File: config.mk
export PLATFORM = sky130hd
export DESIGN_NAME = barrel_shifter
export DESIGN_NICKNAME = d
export VERILOG_FILES = /design/src/rtl/barrel_shifter_pkg.sv /design/src/rtl/bs_amt_sel.sv /design/src/rtl/bs_stage.sv /design/src/rtl/bs_core.sv /design/src/rtl/barrel_shifter.sv
export SDC_FILE = /design/constraint.sdc
export NUM_CORES = 1
export LEC_CHECK = 0
export BUFFER_PORTS_ARGS = -buffer_cell sky130_fd_sc_hd__buf_2
export CORE_MARGIN = 8
export CORE_UTILIZATION = 54
export CTS_BUF_LIST = sky130_fd_sc_hd__clkbuf_16
export CTS_CLUSTER_SIZE = 16
export DETAILED_ROUTE_END_ITERATION = 8
export HOLD_SLACK_MARGIN = 0.08
export MAX_ROUTING_LAYER = met4
export PLACE_DENSITY = 0.76
export SYNTH_ARGS = -nofsm -noshare
export SYNTH_HDL_FRONTEND = slang
export SYNTH_SLANG_ARGS = --single-unit
File: constraint.sdc
create_clock -name clk -period 0.85 [get_ports clk]
set_input_delay 0.0425 -clock clk [delete_from_list [all_inputs] [get_ports clk]]
set_output_delay 0.0425 -clock clk [all_outputs]
set_load 0.03 [all_outputs]
File: src/rtl/barrel_shifter_pkg.sv
package barrel_shifter_pkg;

    typedef enum logic [1:0] {
        SH_LEFT_LOG  = 2'b00,
        SH_RIGHT_LOG = 2'b01,
        SH_RIGHT_ALT = 2'b10,
        SH_RIGHT_AR  = 2'b11
    } shift_op_e;

    typedef struct packed {
        logic go_left;
        logic sign_fill;
    } shift_ctl_t;

    function automatic shift_ctl_t decode_op(input shift_op_e op);
        shift_ctl_t c;
        c.go_left   = (op == SH_LEFT_LOG);
        c.sign_fill = (op == SH_RIGHT_AR);
        return c;
    endfunction

endpackage

File: src/rtl/bs_amt_sel.sv
module bs_amt_sel #(
    parameter int AMT_W = 5
) (
    input  logic             use_reg_i,
    input  logic [AMT_W-1:0] field_amt_i,
    input  logic [AMT_W-1:0] reg_amt_i,
    output logic [AMT_W-1:0] amt_o
);

    always_comb begin
        if (use_reg_i) begin
            amt_o = reg_amt_i;
        end else begin
            amt_o = field_amt_i;
        end
    end

endmodule

File: src/rtl/bs_stage.sv
module bs_stage #(
    parameter int W    = 32,
    parameter int DIST = 1
) (
    input  logic [W-1:0] a_i,
    input  logic         en_i,
    input  logic         left_i,
    input  logic         fill_i,
    output logic [W-1:0] y_o
);

    always_comb begin
        if (!en_i) begin
            y_o = a_i;
        end else if (left_i) begin
            y_o = {a_i[W-DIST-1:0], {DIST{1'b0}}};
        end else begin
            y_o = {{DIST{fill_i}}, a_i[W-1:DIST]};
        end
    end

endmodule

File: src/rtl/bs_core.sv
module bs_core
    import barrel_shifter_pkg::*;
#(
    parameter int DATA_W = 32,
    parameter int AMT_W  = 5
) (
    input  shift_op_e         op_i,
    input  logic [AMT_W-1:0]  amt_i,
    input  logic [DATA_W-1:0] data_i,
    output logic [DATA_W-1:0] data_o
);

    shift_ctl_t        ctl;
    logic              fill_bit;
    logic [DATA_W-1:0] chain [AMT_W+1];

    always_comb begin
        ctl      = decode_op(op_i);
        fill_bit = ctl.sign_fill & data_i[DATA_W-1];
        chain[0] = data_i;
    end

    for (genvar g = 0; g < AMT_W; g++) begin : g_stage
        bs_stage #(
            .W    (DATA_W),
            .DIST (1 << g)
        ) u_stage (
            .a_i    (chain[g]),
            .en_i   (amt_i[g]),
            .left_i (ctl.go_left),
            .fill_i (fill_bit),
            .y_o    (chain[g+1])
        );
    end

    assign data_o = chain[AMT_W];

endmodule

File: src/rtl/barrel_shifter.sv
module barrel_shifter
    import barrel_shifter_pkg::*;
#(
    parameter int DATA_W = 32,
    parameter int AMT_W  = $clog2(DATA_W)
) (
    input  logic              clk,
    input  logic              rst_n,
    input  logic [1:0]        op_i,
    input  logic              amt_src_i,
    input  logic [AMT_W-1:0]  shamt_i,
    input  logic [AMT_W-1:0]  rs_amt_i,
    input  logic [DATA_W-1:0] data_i,
    output logic [DATA_W-1:0] result_o
);

    typedef struct packed {
        logic [DATA_W-1:0] result;
    } state_t;

    state_t            st_d, st_q;
    logic [AMT_W-1:0]  amt_sel;
    logic [DATA_W-1:0] net_out;
    shift_op_e         op_dec;

    assign op_dec = shift_op_e'(op_i);

    bs_amt_sel #(
        .AMT_W (AMT_W)
    ) u_amt_sel (
        .use_reg_i   (amt_src_i),
        .field_amt_i (shamt_i),
        .reg_amt_i   (rs_amt_i),
        .amt_o       (amt_sel)
    );

    bs_core #(
        .DATA_W (DATA_W),
        .AMT_W  (AMT_W)
    ) u_core (
        .op_i   (op_dec),
        .amt_i  (amt_sel),
        .data_i (data_i),
        .data_o (net_out)
    );

    always_comb begin
        st_d        = st_q;
        st_d.result = net_out;
    end

    always_ff @(posedge clk or negedge rst_n) begin
        if (!rst_n) begin
            st_q <= '0;
        end else begin
            st_q <= st_d;
        end
    end

    assign result_o = st_q.result;

    // zero amount returns the sampled word
    assert_zero_amt_pass_R8: assert property (@(posedge clk) disable iff (!rst_n)
        (amt_sel == '0) |=> (result_o == $past(data_i)));

    // a nonzero left shift leaves bit 0 clear
    assert_left_zero_fill_R3: assert property (@(posedge clk) disable iff (!rst_n)
        ((op_i == 2'b00) && (amt_sel != '0)) |=> (result_o[0] == 1'b0));

    // a nonzero logical right shift leaves the top bit clear
    assert_right_zero_fill_R4: assert property (@(posedge clk) disable iff (!rst_n)
        (((op_i == 2'b01) || (op_i == 2'b10)) && (amt_sel != '0))
        |=> (result_o[DATA_W-1] == 1'b0));

    // arithmetic right keeps the sign
    assert_sign_kept_R5: assert property (@(posedge clk) disable iff (!rst_n)
        (op_i == 2'b11) |=> (result_o[DATA_W-1] == $past(data_i[DATA_W-1])));

    // logical shifts never create ones
    assert_no_new_ones_R4: assert property (@(posedge clk) disable iff (!rst_n)
        (op_i != 2'b11) |=> ($countones(result_o) <= $past($countones(data_i))));

    // the result is cleared while reset is held
    always_comb begin
        if (!rst_n) begin
            assert_reset_clear_R1: assert (result_o == '0);
        end
    end

endmodule

==> summary.txt, run 1 <==
Floorplanning
  • Rows: 35
  • Boundary Pins: 79
  • Die height: 113 µm
  • Overall die width: 113 µm
  • Initial Util: 0.552

Synth
  • Number of synthesized register bits: 32
  • Synth unique cells: 83
  • Synth Cell Area: 5070 µm²
  • Sequential area share after synthesis: 0.158
  • Synthesis Warnings: 0
  • Net Count, Synth: 756
  • Synth Flop Type: dfrtp_1
  • Top cells by area, synth: dfrtp_1 (16%), nand2_1 (7.8%), a21oi_1 (5.7%), mux2i_1 (5.5%), o21ai_0 (5.0%)
  • Post-synth EDFFs: 0
  • Ys async rst share: 1.00
  • Post-synth top area share: 0.158
  • Avg Cell Area, Syn: 7.16 µm²
  • Synth area leader: dfrtp_1
  • Synthesized netlist cell count: 709

Clocking
  • Num CTS Buffers: 5
  • Clock sink count: 32
  • Max clock buf depth: 2
  • CTS root buffer: clkbuf_16
  • CTS H-tree depth: 2

Timing
  • Crit. endpoint post-GRT repair: result_o[5]$_DFF_PN0_/D
  • Worst endpoint type: sequential cell input

Placed design
  • IO buf count: 78
  • Gp weighted congestion: 1.29
  • Hpwl dp: 19100 µm

Global routing
  • Largest net degree at the start of global routing: 23

Run status
  • Last stage reached: 5_1_grt
  • Status: aborted with a tool error
  • Stop err: [ERROR DPL-0038] Utilization greater than 100%, impossible to legalize
cells in the mapped netlist, types with 18 or more instances:
library cell	count
dfrtp_1	32
nor2_1	61
o211ai_1	20
a21oi_1	58
o21ai_0	51
a211oi_1	18
clkbuf_1	22
nand2_1	105
o21ai_1	23
nand3_1	26
a31oi_1	19
buf_2	24
mux2i_1	28
stage by stage:
stage	area (µm²)	worst slack [ns]	std cells	hold WS, ns
after floorplan	5270	-1.01	709	-0.253
after global placement	7270	-1.32	1063	-0.0500
after detailed placement	7270	-1.35	1063	-0.0483
after CTS	8230	-0.957	1087	0.197
timing repair:
action | in CTS
pin swaps | 37
gates resized for setup | 132
setup buffers | 13
hold endpoints to repair | 32
hold buffers | 1
cloned | 5
setup endpoints to repair | 48
logic make-up after synthesis:
| group | synth area share |
|---|---|
| simple gates | 0.222 |
| fa+ha+maj | 0.00222 |
| flops | 0.158 |
| buf+inv | 0.0821 |
| compound gates | 0.443 |
| mux | 0.0920 |
==> run 2, diff against run 1 <==
--- a/config.mk
+++ b/config.mk
@@ -7,13 +7,9 @@
 export LEC_CHECK = 0
 export BUFFER_PORTS_ARGS = -buffer_cell sky130_fd_sc_hd__buf_2
 export CORE_MARGIN = 8
-export CORE_UTILIZATION = 54
-export CTS_BUF_LIST = sky130_fd_sc_hd__clkbuf_16
-export CTS_CLUSTER_SIZE = 16
+export CORE_UTILIZATION = 39
 export DETAILED_ROUTE_END_ITERATION = 8
-export HOLD_SLACK_MARGIN = 0.08
-export MAX_ROUTING_LAYER = met4
-export PLACE_DENSITY = 0.76
+export PLACE_DENSITY_LB_ADDON = 0.15
 export SYNTH_ARGS = -nofsm -noshare
 export SYNTH_HDL_FRONTEND = slang
 export SYNTH_SLANG_ARGS = --single-unit
==> run 2 against run 1 <==
The flow now finishes, with violations (negative setup slack). Area after synthesis is the same. Synthesized cell count did not move.
==> summary.txt, run 2 <==
Run status
  • Status: finished with violations
  • Failing checks: negative setup slack

Synth
  • Avg Cell Area, Syn: 7.16 µm²
  • Dominant cell by count in the synthesized netlist: nand2_1
  • Post-synthesis simple-gate area fraction: 0.222
  • Synth Area in XOR/XNOR: 0
  • Net Count, Synth: 756
  • Largest family of logic cells by synthesized area: compound AO/OA/AOI/OAI gates
  • Synth area leader: dfrtp_1
  • Post-synth top area share: 0.158
  • Mux contribution to synthesized area: 0.0920
  • Synth Flop Type: dfrtp_1
  • Synth unique cells: 83
  • Sequential area share after synthesis: 0.158
  • Compound-Gate Fraction of Synth Area: 0.443
  • Top cells by area, synth: dfrtp_1 (16%), nand2_1 (7.8%), a21oi_1 (5.7%), mux2i_1 (5.5%), o21ai_0 (5.0%)
  • Synthesized netlist cell count: 709
  • Number of synthesized register bits: 32
  • Post-synth EDFFs: 0
  • Synth Area in Adders: 0.00222
  • Synth Cell Area: 5070 µm²
  • Synth cell count leaders: nand2_1 (105), nor2_1 (61), a21oi_1 (58)
  • Ys async rst share: 1.00
  • Synthesis Warnings: 0

Critical path
  • Worst setup SP type: input pin
  • Worst setup EP type: register
  • Crit path DAT: 1.99 ns
  • Cells along the critical path: buf_12 > mux2_4 > clkbuf_16 > buf_6 > o211a_4 > o32ai_4 > nor2_2 > a21oi_2 > a21oi_1 > a221oi_2
  • Largest fanout on the critical path: 9
  • CP Data Required Time: 1.02 ns
  • Setup Crit Path Kind: input pin to register
  • CP max stage cell: mux2_4
  • CP max stage delay: 0.38 ns
  • Critical path startpoint: amt_src_i

Floorplanning
  • Rows: 41
  • Boundary Pins: 79
  • Core Footprint: 12700 µm²
  • Die height: 130 µm
  • Initial Util: 0.400
  • Die area: 16900 µm²
  • Overall die width: 130 µm

Timing
  • Hold Slack: 0.275 ns
  • Period utilization: 2.15
  • Min Clock Period, post-route: 1.82 ns
  • Final worst slack: -0.974 ns
  • Worst Tran Pin Value: 0.633 ns
  • Final Hold Vio Count: 0
  • Slew headroom: 0.576
  • Sum Neg Setup Slack: -28.22 ns
  • RSZ-0062 raised after global routing: true
  • Final Slew Violations: 0
  • Final Setup Violations: 36
  • FMAX: 0.548 GHz

Detailed routing
  • DR pass1 iterations: 5
  • Iter 0 DRT Violations: 1077
  • Final ANT Viol Nets: 0
  • Routed vias: 7655
  • Vias/cell: 6.44
  • WL/cell: 23.8 µm
  • Final WL: 28300 µm
  • Post-route DRC: 0

Clocking
  • Num CTS Buffers: 5
  • Max clock buf depth: 2
  • Clock sink count: 32
  • TritonCTS clock tree: done
  • CTS H-tree depth: 2
  • CTS root buffer: clkbuf_16
  • Clock Pin Slew Worst Setup and Hold Paths: 0.05 ns

Pwr
  • Total Power Consumption: 0.0114 W
  • Maximum vdd drop: 0.000702 V
  • Leakage: 3.81 nW
  • Pwr/cell area: 1270 nW/µm²

Global routing
  • First-pass GRT wire length: 42500 µm
  • Initial antenna violation count: 0
  • Grt total ovfl: 0
  • Largest net degree at the start of global routing: 33
  • Vias in the first global route: 7410
  • GRT Util Overall: 0.324

Final layout
  • Final cell count without fillers: 1188
  • Ant diodes: 0
  • Syn-to-layout area delta: 77.6%
  • # nets final: 1063
  • Share of cells above drive strength 1: 0.545
  • Largest register FFs: 32
  • Final core occ: 0.711
  • Most common cell after layout, fill and taps aside: buf_4
  • Commonest cells after routing, fill and taps aside: buf_4 (254), nand2_1 (96), buf_6 (51), nor2_1 (50), buf_2 (43)

Placed design
  • Gp weighted congestion: 1.04
  • Dpl cells: 1153
  • IO buf count: 78
  • Hpwl dp: 21400 µm

Hold path
  • HP Class: input pin to async pin

Flow run
  • Max Cap Violations: 0
run 2: cell counts after synthesis:
Identical to the previous run, type by type.
run 2: routing by layer:
layer | wire length (µm) | vias up | GRT usage
li1 | - | 3347 | -
met2 | 12700 | 563 | 0.509
met1 | 11400 | 3627 | 0.416
met5 | 0 | - | 0
met3 | 2730 | 118 | 0.0608
met4 | 1470 | 0 | 0.164
run 2: critical path: cells and delay by family:
kind            cells  cell delay (ns)
simple gates        1             0.10
buf+inv             3             0.44
compound gates      5             1.03
mux                 1             0.38
run 2: area by class of cell:
cell class / count / area [µm²]
Inverter: 5 / 18.8
Fill cell: 1042 / 3660
Sequential cell: 32 / 801
Clock inverter: 1 / 5.00
Multi-Input combinational cell: 605 / 4740
Tap cell: 172 / 215
Timing Repair Buffer: 367 / 3100
Clock buffer: 6 / 129
run 2: metrics by stage:
step                instance area, µm²  setup WS (ns)
floorplan                         5270          -1.01
global placement                  7550          -1.45
detailed placement                7550          -1.48
CTS                               8500         -0.937
global route                      9010         -0.992
finish                            9010         -0.974
run 2: logic make-up after synthesis:
logic type	count (synthesis)
buffers and inverters	72
and+or+nand+nor	248
AOI/OAI and AO/OA	317
DFF	32
muxes	39
adders and majority gates	1
run 2: what timing repair did:
action                                  4_1_cts  5_1_grt
pin swaps                                    35       23
gates resized for setup                     145      116
hold endpoints to repair                     32        0
endpoints found under the setup margin       47       63
gates cloned                                  3        2
setup buffers                                16        7
hold buffers                                  1        0
run 2: worst max-delay path by stage:
stage | end | slack (ns) | depth (start not counted)
floorplan | result_o[2] | -1.01 | 8
global placement | result_o[9] | -1.45 | 9
detailed placement | result_o[9] | -1.48 | 9
CTS | result_o[2] | -0.94 | 9
global route | result_o[13] | -0.99 | 11
finish | result_o[28] | -0.97 | 10
run 2: report_power, final:
part / switching, W / total [W] / internal (W) / leakage [nW]
Sequential: 0.000124 / 0.00191 / 0.00178 / 0.392
Combinational: 0.00428 / 0.00781 / 0.00352 / 3.35
Clock: 0.000652 / 0.00172 / 0.00106 / 0.0667
Total: 0.00506 / 0.0114 / 0.00637 / 3.81
Note: power is estimated with default switching activity, not from simulation.
